### src/rtl/iq_shadow_pkg.sv
package iq_shadow_pkg;

  localparam logic [2:0] BS_CODE    = 3'b100;
  localparam logic [1:0] T_DATA     = 2'b10;
  localparam logic [1:0] QS_IDLE    = 2'b00;
  localparam logic [1:0] QS_FIRST   = 2'b01;
  localparam logic [1:0] QS_FLUSH   = 2'b10;
  localparam logic [1:0] QS_NEXT    = 2'b11;
  localparam logic [4:0] ESC_PREFIX = 5'b11011;
  localparam int         ESC_PAY_W  = 11;

  // strobes from control to the queue datapath
  typedef struct packed {
    logic pushLo;
    logic pushHi;
    logic pop;
    logic flush;
  } qStrobes_t;

endpackage

### src/rtl/iq_shadow_dp.sv
module iq_shadow_dp
  import iq_shadow_pkg::*;
#(
  parameter int MAX_DEPTH = 6,
  localparam int CNT_W = $clog2(MAX_DEPTH + 1)
) (
  input  logic             clk,
  input  logic             rstN,
  input  qStrobes_t        strb,
  input  logic [15:0]      fetchWord,
  output logic [7:0]       headByte,
  output logic [CNT_W-1:0] fillCount
);

  logic [7:0]       queue [MAX_DEPTH];
  logic [7:0]       nextQ [MAX_DEPTH];
  logic [CNT_W-1:0] nextCnt;
  logic [CNT_W-1:0] base;

  always_comb begin
    nextQ   = queue;
    nextCnt = fillCount;
    base    = '0;
    if (strb.flush) begin
      nextCnt = '0;
    end else begin
      if (strb.pop) begin
        for (int i = 0; i < MAX_DEPTH - 1; i++) nextQ[i] = queue[i+1];
        nextQ[MAX_DEPTH-1] = '0;
        nextCnt = fillCount - CNT_W'(1);
      end
      base = nextCnt;
      if (strb.pushLo) begin
        for (int i = 0; i < MAX_DEPTH; i++)
          if (CNT_W'(i) == base) nextQ[i] = fetchWord[7:0];
        nextCnt = nextCnt + CNT_W'(1);
      end
      if (strb.pushHi) begin
        for (int i = 0; i < MAX_DEPTH; i++)
          if (CNT_W'(i) == base + CNT_W'(1)) nextQ[i] = fetchWord[15:8];
        nextCnt = nextCnt + CNT_W'(1);
      end
    end
  end

  always_ff @(posedge clk or negedge rstN) begin
    if (!rstN) begin
      fillCount <= '0;
      for (int i = 0; i < MAX_DEPTH; i++) queue[i] <= '0;
    end else begin
      fillCount <= nextCnt;
      queue     <= nextQ;
    end
  end

  assign headByte = queue[0];

endmodule

### src/rtl/iq_shadow_ctrl.sv
module iq_shadow_ctrl
  import iq_shadow_pkg::*;
#(
  parameter int WIDE_DEPTH   = 6,
  parameter int NARROW_DEPTH = 4,
  localparam int CNT_W = $clog2(WIDE_DEPTH + 1)
) (
  input  logic                 clk,
  input  logic                 rstN,
  input  logic [2:0]           busStatus,
  input  logic                 busOwner,
  input  logic [1:0]           queueStatus,
  input  logic [1:0]           tState,
  input  logic                 wideHost,
  input  logic [7:0]           headByte,
  input  logic [CNT_W-1:0]     fillCount,
  output qStrobes_t            strb,
  output logic                 escValid,
  output logic [ESC_PAY_W-1:0] escPayload,
  output logic                 memForm
);

  logic             isFlush, fetchSeen, hasRoom;
  logic [CNT_W:0]   sumNeed, depthNow;
  logic             escPending;
  logic [2:0]       opLow;

  assign isFlush   = (queueStatus == QS_FLUSH);
  assign fetchSeen = (busStatus == BS_CODE) && !busOwner && (tState == T_DATA);
  assign sumNeed   = {1'b0, fillCount} + (wideHost ? (CNT_W+1)'(2) : (CNT_W+1)'(1));
  assign depthNow  = wideHost ? (CNT_W+1)'(WIDE_DEPTH) : (CNT_W+1)'(NARROW_DEPTH);
  assign hasRoom   = (sumNeed <= depthNow);

  always_comb begin
    strb.flush  = isFlush;
    strb.pop    = ((queueStatus == QS_FIRST) || (queueStatus == QS_NEXT)) && (fillCount != '0);
    strb.pushLo = fetchSeen && !isFlush && hasRoom;
    strb.pushHi = fetchSeen && !isFlush && hasRoom && wideHost;
  end

  always_ff @(posedge clk or negedge rstN) begin
    if (!rstN) begin
      escPending <= 1'b0;
      opLow      <= '0;
      escValid   <= 1'b0;
      escPayload <= '0;
      memForm    <= 1'b0;
    end else begin
      escValid <= 1'b0;
      if (isFlush) begin
        escPending <= 1'b0;
      end else if (strb.pop && queueStatus == QS_FIRST) begin
        escPending <= (headByte[7:3] == ESC_PREFIX);
        opLow      <= headByte[2:0];
      end else if (strb.pop && queueStatus == QS_NEXT) begin
        escPending <= 1'b0;
        if (escPending) begin
          escValid   <= 1'b1;
          escPayload <= {opLow, headByte};
          memForm    <= (headByte[7:6] != 2'b11);
        end
      end
    end
  end

endmodule

### src/rtl/iq_shadow_tracker.sv
module iq_shadow_tracker
  import iq_shadow_pkg::*;
#(
  parameter int WIDE_DEPTH   = 6,
  parameter int NARROW_DEPTH = 4,
  localparam int CNT_W = $clog2(WIDE_DEPTH + 1)
) (
  input  logic                 clk,
  input  logic                 rstN,
  input  logic [2:0]           busStatus,
  input  logic                 busOwner,
  input  logic [1:0]           queueStatus,
  input  logic [15:0]          dataBus,
  input  logic [1:0]           tState,
  input  logic                 wideHost,
  output logic                 escValid,
  output logic [ESC_PAY_W-1:0] escPayload,
  output logic                 memForm
);

  qStrobes_t        strb;
  logic [7:0]       headByte;
  logic [CNT_W-1:0] fillCount;

  iq_shadow_ctrl #(.WIDE_DEPTH(WIDE_DEPTH), .NARROW_DEPTH(NARROW_DEPTH)) u_ctrl (
    .clk(clk), .rstN(rstN), .busStatus(busStatus), .busOwner(busOwner),
    .queueStatus(queueStatus), .tState(tState), .wideHost(wideHost),
    .headByte(headByte), .fillCount(fillCount), .strb(strb),
    .escValid(escValid), .escPayload(escPayload), .memForm(memForm)
  );

  iq_shadow_dp #(.MAX_DEPTH(WIDE_DEPTH)) u_dp (
    .clk(clk), .rstN(rstN), .strb(strb), .fetchWord(dataBus),
    .headByte(headByte), .fillCount(fillCount)
  );

endmodule

### config.mk
export PLATFORM = sky130hd
export DESIGN_NAME = iq_shadow_tracker
export DESIGN_NICKNAME = d
export VERILOG_FILES = /design/src/rtl/iq_shadow_pkg.sv /design/src/rtl/iq_shadow_dp.sv /design/src/rtl/iq_shadow_ctrl.sv /design/src/rtl/iq_shadow_tracker.sv
export SDC_FILE = /design/constraint.sdc
export NUM_CORES = 1
export LEC_CHECK = 0
export CORE_MARGIN = 10
export CORE_UTILIZATION = 40
export CTS_CLUSTER_DIAMETER = 120
export DETAILED_ROUTE_END_ITERATION = 8
export DONT_BUFFER_PORTS = 1
export PLACE_DENSITY = 0.54
export SETUP_SLACK_MARGIN = 0.2
export SYNTH_ARGS = -nofsm -noshare
export SYNTH_HDL_FRONTEND = slang
export SYNTH_SLANG_ARGS = --single-unit
### constraint.sdc
create_clock -name clk -period 3.91 [get_ports clk]
set_clock_uncertainty 0.1 [all_clocks]
set_input_delay 0.9775 -clock clk [delete_from_list [all_inputs] [get_ports clk]]
set_output_delay 0.9775 -clock clk [all_outputs]
set_load 0.01 [all_outputs]
==> reports/qor.txt, run 1 <==
status: finished clean
initial core utilization: 0.410
DRT antenna net count: 0
first-pass GRT wire length: 17400 µm
drt wl/cell: 18.0 µm
Tot GR Track Use: 0.146
routed vias/inst: 5.42
grt total ovfl: 0
row cnt: 37
Yosys warnings: 0
critical path type: in -> reg
CP Data Required Time: 4030 ps
CTS tree: built
post-synthesis sequential area ratio: 0.402
hpwl dp: 7450 µm
Critical Path AT: 3620 ps
Final Hold Fails: 0
total negative slack: 0 ps
worst-margin pin slew: 618 ps
via count: 3160
met3 usage: 0.0381
reg2reg start: u_dp.fillCount[0]
period utilization: 0.896
Synth area leader: dfrtp_1
Yosys reg bits: 68
fraction of layout instances using a drive strength above 1: 0.183
GRT met1 Usage: 0.196
die area: 15100 µm²
cell at the slowest stage of the critical path: and3_1
placed cell area: 4390 µm²
Fillers: 986
initial antenna violation count: 0
CP startpoint: wideHost
post-synthesis cell count: 444
Layout area overhead: 8.31%
max-cap viol count: 0
postcts setup bufs: 0
Worst setup EP type: register
PwrDens: 612 nW/µm²
Worst Path Max Fanout: 10
Synth top area share: 0.402
dpl ws: 17.6 ps
TritonCTS Sinks: 68
Die Y: 123 µm
post-layout min period: 3510 ps
Top Ports: 40
total power: 2.80 mW
drt drc: 0
Resize count post-CTS: 0
max-slew violation count: 0
fraction of registers with async set/reset: 1.00
top post-synthesis cells by area: dfrtp_1, mux2_2, nand2_1
Worst Hold Class: in -> async
Final setup violation count: 0
fmax: 0.285 GHz
Post-synth top flop: dfrtp_1
largest net degree at the start of global routing: 69
worst skew pair latency: 340 ps
slew margin rel.: 0.587
Post-synth EDFFs: 0
cts hold-fix bufs: 0
CTS Buffer Depth: 2
number of global-route vias before repair: 3180
final net count: 483
Worst path max stage delay: 490 ps
GRT Max-Usage Layer: met2
drt pass-1 iters: 4
GPL Wtd Cong: 0.806
number of diodes: 0
CTS root buf: clkbuf_8
area of the mapped netlist: 4230 µm²
met2 Usage GRT: 0.223
Clk pin slew, worst setup/hold paths: 80 ps
CTS buffer count: 9
Net Count, Synth: 485
H-tree Lvls: 3
maximum VDD drop: 170 µV
CP cell instances: clkinvlp_4 > ha_4 > inv_1 > fa_1 > ha_1 > nor2b_2 > o32a_1 > buf_4 > and3_1 > mux2i_1 > o21ai_0
RSZ-0062 raised after global routing: no
Iteration-0 DRC Markers: 211
core area: 10300 µm²
DIE WIDTH: 123 µm
setup ws final: 405 ps
leakage: 1.96 nW
Routed Wire Length: 10500 µm
post-synth cell types: 52
syn avg cell area: 9.52 µm²
final non-filler cell area: 4580 µm²
number of port buffers: 0
reg2reg setup slack: 570 ps
startpoint types: input pin
registers in the layout, summed over array words and instances, names as in the netlist:
signal             cells
u_dp.queue            40
u_dp.headByte          8
u_ctrl.escPayload     11
u_ctrl.memForm         1
u_dp.fillCount         3
u_ctrl.escValid        1
u_ctrl.escPending      1
u_ctrl.opLow           3
layer usage:
metal / up-vias / part of all wire
met5: - / 0
met4: 0 / 0.013
met3: 10 / 0.062
met2: 59 / 0.45
met1: 1544 / 0.48
li1: 1547 / -
synthesized netlist by cell type (2+ instances only):
cell type / n
nor4_2: 2
a21o_1: 2
ha_1: 13
a21oi_1: 5
and2_1: 8
xnor2_1: 3
o31ai_1: 25
a22oi_1: 11
inv_1: 17
buf_4: 3
a221oi_1: 7
buf_2: 10
and4_4: 2
nand2b_1: 3
buf_6: 2
dfrtp_1: 68
mux2i_1: 24
or2_0: 2
mux2_2: 31
nor2_1: 37
clkbuf_1: 9
nand2_1: 86
o21ai_0: 14
nand4_2: 3
nand3_1: 2
nor2b_1: 3
and3_1: 27
cell type report:
cell class,count,area [µm²],share of cell area
clock buffer,10,128,0.0279
clock inverter,6,65.1,0.0142
inverter,18,71.3,0.0156
multi-input combinational,332,2350,0.512
sequential,68,1700,0.371
tap,136,170,0.0371
timing repair buffer,13,97.6,0.0213
layout by cell type (no fill, tap or decap), types with 13 or more instances in the layout:
cell,n
buf_4,13
o21ai_0,14
nand2_1,85
mux2i_1,24
and3_1,27
dfrtp_1,68
nor2_1,37
inv_1,16
o31ai_1,25
mux2_2,31
through the flow:
step                       util  hold slack (ps)  cells
after floorplan               -              377    444
after global placement    0.425              386    567
after detailed placement  0.425              394    567
after CTS                 0.444              208    583
after global routing      0.444              184    583
final                     0.444              218    583
cells by family (layout without fill, tap and decap cells):
family                   count (synthesis)  in the layout  synth area share
AO/OA/AOI/OAI                           72             72             0.125
XOR/XNOR                                 5              5            0.0121
adder cells (fa/ha/maj)                 14             14            0.0432
buffers and inverters                   44             47            0.0512
flip-flops                              68             68             0.402
multiplexers                            55             55             0.139
AND/OR/NAND/NOR                        186            186             0.226
final timing paths:
kind / endpoint / cells after the start
min: u_dp.fillCount[1] / 0
max reg2reg: u_dp.queue[36] / 10
min reg2reg: u_ctrl.opLow[1] / 1
max: u_dp.queue[17] / 11
max in group asynchronous: u_dp.queue[0] / 0
min in group clk: u_ctrl.opLow[1] / 1
where the power goes:
part	internal, mW	leakage (nW)	switching, mW
combinational	0.552	0.984	0.593
clock	0.293	0.0845	0.285
sequential	0.927	0.889	0.151
worst max-delay path, delay by kind of cell:
family,cells,cell delay (ps)
mux,1,230
simple gates,2,680
fa+ha+maj,3,870
compound gates,2,460
buf+inv,3,380
(Power assumes the default switching activity.)
==> run 2: changes to the inputs <==
--- a/config.mk
+++ b/config.mk
@@ -10,7 +10,6 @@
 export CTS_CLUSTER_DIAMETER = 120
 export DETAILED_ROUTE_END_ITERATION = 8
 export DONT_BUFFER_PORTS = 1
-export PLACE_DENSITY = 0.54
 export SETUP_SLACK_MARGIN = 0.2
 export SYNTH_ARGS = -nofsm -noshare
 export SYNTH_HDL_FRONTEND = slang
==> run 2 against run 1 <==
  * Non-clock buffer count is 2 higher
  * Critical endpoint is now u_dp.fillCount[2]
  * Via count up 0.38%
  * Critical path type unchanged
  * Highest routed layer unchanged
  * Cell count rose by 0.34%
  * Global-route usage shrank 0.12 points
  * Sequential cell count stayed put
  * Combinational power hardly changed
==> reports/qor.txt, run 2 (same netlist as run 1, synthesis figures left out) <==
status: finished clean
GPL Wtd Cong: 0.828
Worst Hold Class: in -> async
Tot GR Track Use: 0.144
Final setup violation count: 0
Die Y: 123 µm
fmax: 0.297 GHz
initial core utilization: 0.410
Layout area overhead: 9.79%
core area: 10300 µm²
number of port buffers: 0
first-pass GRT wire length: 17400 µm
max FFs per register: 40
Worst path max stage delay: 540 ps
Iteration-0 DRC Markers: 226
max-cap viol count: 0
CTS tree: built
CP Data Required Time: 4060 ps
CP Buf/Inv Count: 2
period utilization: 0.860
CTS root buf: clkbuf_8
total negative slack: 0 ps
routed vias/inst: 5.42
Top Ports: 40
largest net degree at the start of global routing: 69
DIE WIDTH: 123 µm
Reg with most FFs: u_dp.queue
postcts setup bufs: 0
Resize count post-CTS: 0
WHS: 225 ps
CP cell instances: clkinvlp_4 > buf_4 > fa_1 > ha_1 > nor2b_2 > o32a_1 > nand2_4 > mux2i_1 > ha_2 > nand2_1 > xor2_1 > a211oi_1
final net count: 485
commonest non-fill, non-tap cell in the layout: nand2_1
Top Family by Delay on Critical Path: adder cells
leakage: 2.00 nW
post-layout min period: 3360 ps
via count: 3172
PwrDens: 636 nW/µm²
Routed Wire Length: 10300 µm
Clk pin slew, worst setup/hold paths: 80 ps
initial antenna violation count: 0
number of diodes: 0
cts hold-fix bufs: 0
Fillers: 987
row cnt: 37
cell at the slowest stage of the critical path: fa_1
slew margin rel.: 0.435
Worst setup EP type: register
drt pass-1 iters: 4
Worst Path Max Fanout: 10
drt wl/cell: 17.7 µm
DRT antenna net count: 0
number of global-route vias before repair: 3231
maximum VDD drop: 220 µV
H-tree Lvls: 3
hpwl dp: 7190 µm
critical path type: in -> reg
TritonCTS Sinks: 68
max-slew violation count: 0
drt drc: 0
RSZ-0062 raised after global routing: no
Final Hold Fails: 0
CTS Buffer Depth: 2
most frequent cells in the layout: nand2_1, dfrtp_1, nor2_1
startpoint types: input pin
worst-margin pin slew: 836 ps
fraction of layout instances using a drive strength above 1: 0.187
die area: 15100 µm²
worst skew pair latency: 350 ps
CTS buffer count: 9
Critical Path AT: 3520 ps
grt total ovfl: 0
run 2: changes by cell type in the layout (fill, tap and decap cells not counted):
cell,before,now
bufinv_16,1,3
clkinv_4,0,2
buf_4,13,15
clkinvlp_4,5,1
run 2: per-layer routing:
layer	track usage	part of all wire	up-vias
li1	-	-	1562
met4	0.0464	0.0051	0
met3	0.0358	0.059	4
met1	0.195	0.47	1545
met2	0.221	0.46	61
met5	0	0	-
run 2: final timing paths:
path	cells past startpoint	slack (ps)	from	endpoint
max	12	550	wideHost	u_dp.fillCount[2]
min reg2reg	1	410	u_ctrl.opLow[1]	u_ctrl.escPayload[9]
max in group asynchronous	0	3360	rstN	u_dp.fillCount[0]
max reg2reg	10	630	u_dp.fillCount[0]	u_dp.queue[33]
min	0	230	rstN	u_dp.queue[20]
min in group clk	1	410	u_ctrl.opLow[1]	u_ctrl.escPayload[9]
run 2: power breakdown:
part	leakage (nW)	total, mW	internal, mW	switching [mW]
clock network	0.120	0.708	0.425	0.283
registers	0.889	1.09	0.927	0.158
logic	0.993	1.16	0.562	0.597
run 2: final cells by class:
type	count	area [µm²]	area share
inverter	18	71.3	0.0154
clock inverter	6	113	0.0243
sequential	68	1700	0.366
tap	136	170	0.0366
timing repair buffer	15	113	0.0243
multi-input combinational	332	2350	0.506
clock buffer	10	128	0.0275
run 2: worst reg2reg max path: cells and delay by family, from the launching register on:
kind                       cells  cell delay, ps
AOI/OAI and AO/OA              2             340
adders and majority gates      3             860
buffers and inverters          2             180
DFF                            1             440
muxes                          1             290
and+or+nand+nor                2             940
run 2: metrics by stage:
step / power [mW] / worst slack, ps / cells / utilization / cell area [µm²]
2_1_floorplan: 2.00 / 221 / 444 / - / 4260
3_3_place_gp: 2.21 / 276 / 569 / 0.426 / 4400
3_5_place_dp: 2.26 / 188 / 569 / 0.426 / 4400
4_1_cts: 2.98 / 561 / 585 / 0.450 / 4640
5_1_grt: 3.19 / 402 / 585 / 0.450 / 4640
6_report: 2.95 / 547 / 585 / 0.450 / 4640
